`config.mk`:
```
export PLATFORM = sky130hd
export DESIGN_NAME = tone_hif
export DESIGN_NICKNAME = d
export VERILOG_FILES = /design/src/rtl/tone_hif_pkg.sv /design/src/rtl/tone_hif_decode.sv /design/src/rtl/tone_hif_ctrl.sv /design/src/rtl/tone_hif_status.sv /design/src/rtl/tone_hif.sv
export SDC_FILE = /design/constraint.sdc
export NUM_CORES = 1
export LEC_CHECK = 0
export ABC_AREA = 1
export BUFFER_PORTS_ARGS = -buffer_cell sky130_fd_sc_hd__buf_2
export CORE_UTILIZATION = 46
export DETAILED_ROUTE_END_ITERATION = 8
export GPL_ROUTABILITY_DRIVEN = 0
export PLACE_DENSITY = 0.83
export SLEW_MARGIN = 20
export SYNTH_ARGS = -nofsm -noshare
export SYNTH_HDL_FRONTEND = slang
export SYNTH_SLANG_ARGS = --single-unit
export TNS_END_PERCENT = 100
```
`constraint.sdc`:
```
create_clock -name clk -period 0.99 [get_ports clk]
set_input_delay 0.099 -clock clk [delete_from_list [all_inputs] [get_ports clk]]
set_output_delay 0.099 -clock clk [all_outputs]
set_load 0.01 [all_outputs]
```
`src/rtl/tone_hif_pkg.sv`:
```
package tone_hif_pkg;
    localparam int NIB_W = 4;

    typedef struct packed {
        logic steer;
        logic irq_en;
        logic cp_mode;
        logic tone_en;
    } ctrl_a_t;

    typedef struct packed {
        logic spare;
        logic group_high;
        logic single_tone;
        logic burst_en;
    } ctrl_b_t;

    typedef struct packed {
        logic tone_gone;
        logic rx_valid;
        logic tx_ready;
        logic irq;
    } stat_t;
endpackage

```
`src/rtl/tone_hif_decode.sv`:
```
module tone_hif_decode (
    input  logic bus_cs,
    input  logic bus_stb,
    input  logic bus_rw,
    input  logic bus_rsel,
    output logic tx_wr,
    output logic ctrl_wr,
    output logic rx_rd,
    output logic st_rd,
    output logic rd_act
);
    logic acc;

    always_comb begin
        acc     = bus_cs && bus_stb;
        rd_act  = acc && bus_rw;
        tx_wr   = acc && !bus_rw && !bus_rsel;
        ctrl_wr = acc && !bus_rw && bus_rsel;
        rx_rd   = rd_act && !bus_rsel;
        st_rd   = rd_act && bus_rsel;
    end
endmodule

```
`src/rtl/tone_hif_ctrl.sv`:
```
module tone_hif_ctrl
    import tone_hif_pkg::*;
#(
    parameter int DW = NIB_W
) (
    input  logic          clk,
    input  logic          rst_n,
    input  logic          pwr_down,
    input  logic          ctrl_wr,
    input  logic [DW-1:0] wdata,
    output ctrl_a_t       ctrl_a,
    output ctrl_b_t       ctrl_b
);
    typedef struct packed {
        ctrl_a_t a;
        ctrl_b_t b;
        logic    steer;
    } cstate_t;

    cstate_t st_d, st_q;

    always_comb begin
        st_d = st_q;
        if (ctrl_wr) begin
            if (st_q.steer) begin
                st_d.b       = ctrl_b_t'(wdata[NIB_W-1:0]);
                st_d.b.spare = 1'b0;
                st_d.steer   = 1'b0;
            end else begin
                st_d.a       = ctrl_a_t'(wdata[NIB_W-1:0]);
                st_d.a.steer = 1'b0;
                st_d.steer   = wdata[NIB_W-1];
            end
        end
        if (pwr_down) begin
            st_d = '0;
        end
    end

    always_ff @(posedge clk or negedge rst_n) begin
        if (!rst_n) st_q <= '0;
        else        st_q <= st_d;
    end

    assign ctrl_a = st_q.a;
    assign ctrl_b = st_q.b;

    // steering lasts for one control write only
    p_steer_once_r5: assert property (@(posedge clk) disable iff (!rst_n)
        (st_q.steer && ctrl_wr) |=> !st_q.steer);

    // a steered write leaves the first register untouched
    p_steer_keeps_a_r5: assert property (@(posedge clk) disable iff (!rst_n)
        (st_q.steer && ctrl_wr && !pwr_down) |=> $stable(st_q.a));

    // power-down empties both control registers
    p_pdown_clear_r13: assert property (@(posedge clk) disable iff (!rst_n)
        pwr_down |=> (st_q == '0));
endmodule

```
`src/rtl/tone_hif_status.sv`:
```
module tone_hif_status
    import tone_hif_pkg::*;
#(
    parameter int CW = NIB_W
) (
    input  logic          clk,
    input  logic          rst_n,
    input  logic          pwr_down,
    input  logic          st_rd,
    input  logic          det_valid,
    input  logic [CW-1:0] det_code,
    input  logic          det_end,
    input  logic          tx_done,
    input  logic          burst_en,
    input  logic          irq_en,
    output logic [CW-1:0] rx_code,
    output stat_t         stat,
    output logic          irq
);
    typedef struct packed {
        logic [CW-1:0] code;
        logic          rx_valid;
        logic          tone_gone;
        logic          tx_ready;
    } sstate_t;

    sstate_t st_d, st_q;

    always_comb begin
        st_d = st_q;
        if (st_rd) begin
            st_d.rx_valid  = 1'b0;
            st_d.tone_gone = 1'b0;
            st_d.tx_ready  = 1'b0;
        end
        if (det_valid) begin
            st_d.code     = det_code;
            st_d.rx_valid = 1'b1;
        end
        if (det_end)             st_d.tone_gone = 1'b1;
        if (tx_done && burst_en) st_d.tx_ready  = 1'b1;
        if (!burst_en)           st_d.tx_ready  = 1'b0;
        if (pwr_down) begin
            st_d.rx_valid  = 1'b0;
            st_d.tone_gone = 1'b0;
            st_d.tx_ready  = 1'b0;
        end
    end

    always_ff @(posedge clk or negedge rst_n) begin
        if (!rst_n) st_q <= '0;
        else        st_q <= st_d;
    end

    always_comb begin
        irq            = irq_en && (st_q.rx_valid || st_q.tone_gone || st_q.tx_ready);
        stat.irq       = irq;
        stat.tx_ready  = st_q.tx_ready;
        stat.rx_valid  = st_q.rx_valid;
        stat.tone_gone = st_q.tone_gone;
        rx_code        = st_q.code;
    end

    // the receive register holds between detections
    p_rx_hold_r3: assert property (@(posedge clk) disable iff (!rst_n)
        !det_valid |=> $stable(st_q.code));

    // a read with no new event leaves no flag set
    p_read_clears_r8: assert property (@(posedge clk) disable iff (!rst_n)
        (st_rd && !det_valid && !det_end && !tx_done) |=> !irq && (stat == '0));

    // a detection is never lost to a coincident read
    p_event_kept_r10: assert property (@(posedge clk) disable iff (!rst_n)
        (det_valid && !pwr_down) |=> st_q.rx_valid);

    // transmit ready stays clear without burst mode
    p_nb_ready_r11: assert property (@(posedge clk) disable iff (!rst_n)
        !burst_en |=> !st_q.tx_ready);
endmodule

```
`src/rtl/tone_hif.sv`:
```
module tone_hif
    import tone_hif_pkg::*;
#(
    parameter int DW = NIB_W
) (
    input  logic          clk,
    input  logic          rst_n,
    input  logic          pwr_down,
    input  logic          bus_cs,
    input  logic          bus_stb,
    input  logic          bus_rw,
    input  logic          bus_rsel,
    input  logic [DW-1:0] bus_wdata,
    output logic [DW-1:0] bus_rdata,
    output logic          bus_rdata_oe,
    output logic          irq,
    input  logic          det_valid,
    input  logic [DW-1:0] det_code,
    input  logic          det_end,
    input  logic          tx_done,
    output logic [DW-1:0] tx_code,
    output logic          tone_en,
    output logic          cp_mode,
    output logic          burst_en,
    output logic          single_tone,
    output logic          group_high
);
    logic          tx_wr, ctrl_wr, rx_rd, st_rd, rd_act;
    ctrl_a_t       ctrl_a;
    ctrl_b_t       ctrl_b;
    stat_t         stat;
    logic [DW-1:0] rx_code;
    logic [DW-1:0] txr_d, txr_q;

    tone_hif_decode u_dec (
        .bus_cs  (bus_cs),
        .bus_stb (bus_stb),
        .bus_rw  (bus_rw),
        .bus_rsel(bus_rsel),
        .tx_wr   (tx_wr),
        .ctrl_wr (ctrl_wr),
        .rx_rd   (rx_rd),
        .st_rd   (st_rd),
        .rd_act  (rd_act)
    );

    tone_hif_ctrl #(.DW(DW)) u_ctrl (
        .clk     (clk),
        .rst_n   (rst_n),
        .pwr_down(pwr_down),
        .ctrl_wr (ctrl_wr),
        .wdata   (bus_wdata),
        .ctrl_a  (ctrl_a),
        .ctrl_b  (ctrl_b)
    );

    tone_hif_status #(.CW(DW)) u_stat (
        .clk      (clk),
        .rst_n    (rst_n),
        .pwr_down (pwr_down),
        .st_rd    (st_rd),
        .det_valid(det_valid),
        .det_code (det_code),
        .det_end  (det_end),
        .tx_done  (tx_done),
        .burst_en (ctrl_b.burst_en),
        .irq_en   (ctrl_a.irq_en),
        .rx_code  (rx_code),
        .stat     (stat),
        .irq      (irq)
    );

    always_comb begin
        txr_d = txr_q;
        if (tx_wr) txr_d = bus_wdata;
    end

    always_ff @(posedge clk or negedge rst_n) begin
        if (!rst_n) txr_q <= '0;
        else        txr_q <= txr_d;
    end

    always_comb begin
        bus_rdata_oe = rd_act;
        bus_rdata    = '0;
        if (rx_rd)      bus_rdata = rx_code;
        else if (st_rd) bus_rdata = DW'(stat);
        tx_code     = txr_q;
        tone_en     = ctrl_a.tone_en && !pwr_down;
        cp_mode     = ctrl_a.cp_mode;
        burst_en    = ctrl_b.burst_en;
        single_tone = ctrl_b.single_tone;
        group_high  = ctrl_b.group_high;
    end

    // the interrupt needs the enable held in the control block
    p_irq_enable_r9: assert property (@(posedge clk) disable iff (!rst_n)
        irq |-> ctrl_a.irq_en);

    // the bus is driven only while the host reads
    p_bus_idle_r12: assert property (@(posedge clk) disable iff (!rst_n)
        !(bus_cs && bus_stb && bus_rw) |-> !bus_rdata_oe && (bus_rdata == '0));

    // no tone while powered down
    p_pdown_tone_r13: assert property (@(posedge clk) disable iff (!rst_n)
        pwr_down |-> !tone_en);

    // a transmit write shows on the generator side next cycle
    p_tx_load_r2: assert property (@(posedge clk) disable iff (!rst_n)
        tx_wr |=> (tx_code == $past(bus_wdata)));
endmodule

```
==> results.md, run 1 <==
- Pin count of the biggest net entering global routing: 19
- Maximum fanout encountered on the critical timing path: 2
- Share of async-settable or async-resettable flops after synthesis: 100%
- Number of different library cells in the post-synthesis netlist: 18
- Core Rows: 15
- Number of buffers created by CTS: 3
- Starting density of the core: 50.1%
- Proportion of synthesized chip area in sequential cells: 50.9%
- CTS sink count: 18
- Area of the die: 0.00210 mm2
- Die Y-Extent: 45.9 um
- Cell Pwr Density: 1360 mW/mm2
- Max IR drop VDD: 857 uV
- Synth warnings: 0
- Global-route wire length before repair: 2850 um
- Area occupied by multi-input gates: 357 um2
- Most common cell in the synthesized netlist: nand2_1
- Clock tree buffer depth: 2
- Number of max-cap violations: 0
- Library cell occupying the most area in the post-synthesis netlist: dfrtp_1
- Slew headroom: 73.6%
- Max Fclk: 0.768 GHz
- Final hold violation count: 0
- Part of the cycle the worst path needs: 131%
- Failing checks: setup timing
- Setup skew after layout: 0.00855 ns
- Top cell by count, worst path: nand2_1
- Result of the run: finished with violations
- Maximum level of the CTS H-tree: 1
- Hold WS: 0.0181 ns
- Number of global-route vias before repair: 663
- Instance area at placement: 0.00107 mm2
- Netlist area before placement: 885 um2
- Worst-path clk slew: 0.10 ns
- Pleak: 0.669 nW
- Largest stage delay on the critical path: 0.40 ns
- Pwr Total: 1.56 mW
- Horizontal extent of the die: 45.9 um
- Detailed-route vias per instance: 4.57
- Avg Cell Area, Syn: 8.04 um2
- Data required, critical path: 0.89 ns
- Number of synthesized register bits: 18
- Number of non-filler instances in the completed layout: 173
- TritonRoute pass-1 iters: 4
- Net count after synthesis: 128
- EDFF count, synth: 0
- Core region area: 0.00176 mm2
- Grt total ovfl: 0
- Number of inserted filler cells in the final layout: 176
- Path type of the worst min-delay path: in -> reg
- Commonest cells in the synthesized netlist: nand2_1, dfrtp_1, inv_1
- Top-level port count: 33
- Final WS setup: -0.312 ns
- HPWL Detailed: 1420 um
- GRT Util Overall: 19.2%
- Clock tree root buffer cell: clkbuf_4
- Setup repair after global routing missed its margin: yes
- CTS tree: built
- Detailed Route WL: 1820 um
- Total of buffers placed on input and output ports: 32
- Wire length per cell: 10.5 um
- Max-slew violations: 0
- Cells along the critical path: nor2_1 > nand2_1 > nand2_1 > inv_1 > nand2_1 > o21ai_2 > buf_2
- Most common flop cell mapped by yosys: dfrtp_1
- Critical Path Start Type: flop
- Cell count after synthesis: 110
- Top-area cell type share of the netlist area: 50.9%
- Number of vias after detailed routing: 791
- Critical Path Slowest Stage Cell: dfrtp_1
- Inst Count DP: 165
- Worst endpoint data arrival time: 1.20 ns
- Setup Crit Path Kind: reg -> out
- DRC errors left: 0
- Post-route antenna net violation count: 0
- 1st-iter DRT viols: 10
- Share of final-layout standard cells stronger than drive strength 1: 39.2%
- Final-report setup violation count: 5
- Area growth from synthesis to layout: 30.0%
- Final standard cell area without fillers: 0.00115 mm2
- Initial antenna violation count: 0
- Storage cell area: 450 um2
- Clock period minus final worst setup slack: 1.30 ns
- Latest clock arrival within the worst-skew pair: 0.29 ns
- Antenna diodes: 0
- Crit path capture type: output port
- Transition time at the pin with the least slew margin: 0.396 ns
- Top area cells in the synthesized netlist: dfrtp_1, nand2_1, inv_1, nand3_1, o21ai_0
- Number of nets in the finished design: 167
-- critical path: cells and delay by family, from the launching register on --
kind	cells	cell delay (ns)
DFF	1	0.40
and+or+nand+nor	4	0.29
buffers and inverters	2	0.17
AOI/OAI and AO/OA	1	0.05
-- final cells by class --
class,count,area share (%)
clock buffers,4,3.16
inverters,20,6.64
multi-input cells,70,31.0
flip-flops and latches,18,39.2
well taps,25,2.72
repair buffers,36,17.3
-- power breakdown --
| part | switching, mW | internal (mW) |
|---|---|---|
| clock network | 0.220 | 0.224 |
| registers | 0.0336 | 0.801 |
| logic | 0.169 | 0.115 |
-- sequential cells by signal, summed over array words and instances, names as in the netlist --
register        count
u_ctrl.ctrl_b       3
u_ctrl.st_q         1
tx_code             4
u_stat.stat         3
u_ctrl.ctrl_a       3
u_stat.rx_code      4
-- cells by family after synthesis --
| family | share of synthesized area (%) |
|---|---|
| DFF | 50.9 |
| and+or+nand+nor | 28.7 |
| buffers and inverters | 9.62 |
| AOI/OAI and AO/OA | 10.7 |
-- layout by cell type, fill, tap and decap left out --
master | synthesis | routed
nor2_4 | 2 | 3
nand3_2 | 1 | 1
nand2_4 | 1 | 1
buf_4 | 0 | 3
buf_6 | 0 | 1
dlygate4sd3_1 | 0 | 1
nor2_1 | 5 | 4
inv_2 | 2 | 6
buf_2 | 1 | 31
nor3_1 | 1 | 1
nand4_1 | 1 | 1
nand3_1 | 9 | 9
clkinv_2 | 1 | 1
clkbuf_8 | 0 | 1
o21ai_2 | 4 | 4
nand2_2 | 3 | 3
clkbuf_4 | 0 | 3
dfrtp_1 | 18 | 18
a21oi_1 | 3 | 3
inv_1 | 17 | 13
nand2_1 | 31 | 31
o21ai_0 | 9 | 9
-- routing by layer --
layer / wire length, um / GRT usage, % / share of wire, %
met5: 0 / 0 / 0
met4: 0 / 5.29 / 0
met3: 122 / 2.38 / 6.7
met2: 862 / 32.1 / 47
met1: 832 / 26.1 / 46
-- per-stage QoR --
stage / setup WS, ns / TNS (ns) / utilization (%)
final: -0.312 / -0.895 / 65.2
after global routing: -0.386 / -1.24 / 65.2
after CTS: -0.331 / -1.01 / 64.1
after detailed placement: -0.0287 / -0.0287 / 60.5
after global placement: 0.0568 / 0 / 60.5
after floorplan: 0.137 / 0 / -
-- worst paths after layout --
check	slack (ns)	end	start	cells past startpoint
worst max-delay path	-0.31	bus_rdata[0]	u_stat.stat[1]	7
min in group asynchronous	0.25	u_stat.rx_code[1]	rst_n	2
worst max register to register	0.09	u_ctrl.ctrl_a[1]	u_ctrl.st_q[0]	5
max in group asynchronous	0.45	u_ctrl.ctrl_a[1]	rst_n	2
worst min register to register	0.49	tx_code[2]	tx_code[2]	2
worst min-delay path	0.02	u_stat.rx_code[3]	det_code[3]	3
-- timing repair --
action	CTS	global route
pin swaps	4	1
setup buffers	2	1
gates resized for setup	2	5
hold buffers	1	0
setup endpoints to repair	6	7
hold endpoints to repair	18	0
No activity file was read; power rests on OpenSTA's default activity.
==> run 2: changes to the inputs <==
- CTS_BUF_LIST: unset -> sky130_fd_sc_hd__clkbuf_2
==> results.md, run 2 (synthesized netlist as in run 1, its figures left out) <==
- CTS tree: built
- Failing checks: setup timing
- Core Rows: 15 (unchanged)
- Worst slack, placed: -0.0287 ns (unchanged)
- DRC errors left: 0 (unchanged)
- Number of instances on the worst hold path: 3 (unchanged)
- Pwr Total: 1.47 mW (-5.7%)
- Global-route wire length before repair: 2980 um (+4.6%)
- Final hold violation count: 0 (unchanged)
- 1st-iter DRT viols: 11 (+1)
- Number of max-cap violations: 0 (unchanged)
- WHS Endpoint: u_stat.stat[1]
- Inst Count DP: 165 (unchanged)
- Number of non-filler instances in the completed layout: 180 (+4.0%)
- Horizontal extent of the die: 45.9 um (unchanged)
- Number of nets in the finished design: 174 (+4.2%)
- Path type of the worst min-delay path: in -> reg
- Crit path capture type: output port
- Number of buffers created by CTS: 3 (unchanged)
- Final core area utilization: 68.2% (+3.0 points)
- FF-to-FF End: u_ctrl.ctrl_a[1]
- Setup slack of the most critical reg-to-reg path: 0.09 ns (about the same)
- Max-slew violations: 0 (unchanged)
- Slew headroom: 73.2% (-0.44 points)
- Detailed Route WL: 2020 um (+11%)
- Hold wc startpoint: tx_done
- Setup TNS: -1.21 ns (-0.319 ns)
- Critical Path Start Type: flop
- Total of buffers placed on input and output ports: 32 (unchanged)
- Top-level port count: 33 (unchanged)
- Cell Pwr Density: 1220 mW/mm2 (-9.9%)
- Setup repair after global routing missed its margin: yes
- Core region area: 0.00176 mm2 (unchanged)
- Die Y-Extent: 45.9 um (unchanged)
- Initial antenna violation count: 0 (unchanged)
- CTS sink count: 18 (unchanged)
- FF-to-FF path depth: 5 (unchanged)
- Antenna diodes: 0 (unchanged)
- Setup skew after layout: 0.00985 ns (+0.00131 ns)
- Number of global-route vias before repair: 703 (+6.0%)
- Area of the die: 0.00210 mm2 (unchanged)
- Number of vias after detailed routing: 836 (+5.7%)
- Pin count of the biggest net entering global routing: 19 (unchanged)
- Worst endpoint data arrival time: 1.27 ns (+0.07 ns)
- Final-report setup violation count: 6 (+1)
- Most frequent cells in the layout: buf_2, nand2_1, dfrtp_1
- Grt total ovfl: 0 (unchanged)
- Area growth from synthesis to layout: 36.1%
- Clock tree buffer depth: 2 (unchanged)
- Starting density of the core: 50.1% (unchanged)
- Worst-path clk slew: 0.17 ns (+0.07 ns)
- Latest clock arrival within the worst-skew pair: 0.31 ns (+0.02 ns)
- Share of final-layout standard cells stronger than drive strength 1: 39.4% (+0.17 points)
- Detailed-route vias per instance: 4.64 (+1.6%)
- Maximum level of the CTS H-tree: 1 (unchanged)
- GRT Util Overall: 20.2% (+1.0 points)
- Worst R2R Start: u_ctrl.st_q[0]
- Maximum fanout encountered on the critical timing path: 2 (unchanged)
- Setup Crit Path Kind: reg -> out
- Post-route antenna net violation count: 0 (unchanged)
- Part of the cycle the worst path needs: 138% (+6.5 points)
- HPWL Detailed: 1420 um (unchanged)
- Result of the run: finished with violations
- Data required, critical path: 0.89 ns (about the same)
- Pleak: 0.694 nW (+3.6%)
- Final WS setup: -0.376 ns (-0.0645 ns)
- Clock period minus final worst setup slack: 1.37 ns (+0.0645 ns)
- Max Fclk: 0.732 GHz (-4.7%)
- Most common cell after layout, fill and taps aside: buf_2
- TritonRoute pass-1 iters: 4 (unchanged)
- Transition time at the pin with the least slew margin: 0.402 ns (+0.00655 ns)
- Wire length per cell: 11.2 um (+7.0%)
- Clock tree root buffer cell: clkbuf_2
- Max IR drop VDD: 1060 uV (+24%)
## run 2: changes by cell type in the layout (fill, tap and decap cells not counted), sizes merged
cell and delta:
dlygate4sd3 +5, clkbuf -1, clkinv +1, buf +2
## run 2: worst max path at each step
stage                        start            to  slack (ns)
floorplan           u_stat.stat[1]  bus_rdata[0]        0.14
global placement    u_stat.stat[1]  bus_rdata[0]        0.06
detailed placement  u_stat.stat[1]  bus_rdata[0]       -0.03
CTS                 u_stat.stat[2]  bus_rdata[0]       -0.37
global route        u_stat.stat[1]  bus_rdata[0]       -0.43
finish              u_stat.stat[1]  bus_rdata[0]       -0.38
## run 2: through the flow
step | hold slack [ns] | area [um2]
after CTS | 0.00926 | 1160
after global routing | 0.0286 | 1200
final | 0.00493 | 1200
after detailed placement | 0.0502 | 1070
after floorplan | -0.197 | 885
after global placement | 0.0405 | 1070
## run 2: layout make-up
class	count	area, um2
flip-flops and latches	18	450
fillers	164	561
inverters	20	76.3
repair buffers	43	268
multi-input cells	70	359
clock buffers	3	15.0
clock inverters	1	3.75
well taps	25	31.3
## run 2: repair_timing
item                                   CTS  global route
setup endpoints to repair                6            15
buffers inserted                         2             3
resized for setup                        2             8
pin swaps                                3             3
endpoints found under the hold margin   23             0
hold buffers                             6             0
## run 2: power breakdown
group	internal, mW	total [mW]	switching, mW
Clock	0.0878	0.325	0.237
Sequential	0.802	0.835	0.0337
Combinational	0.135	0.313	0.178
## run 2: per-layer routing
metal	track usage [%]	wire length, um	part of all wire (%)
met1	26.1	922	46
met2	34.4	953	47
met3	2.78	124	6.1
met4	7.06	21	1.0
met5	0	0	0
## run 2: critical path, stage by stage (launching register included)
cell	delay, ns
dfrtp_1	0.43
nor2_1	0.13
nand2_1	0.06
nand2_1	0.05
inv_1	0.04
nand2_1	0.07
o21ai_2	0.05
buf_2	0.13
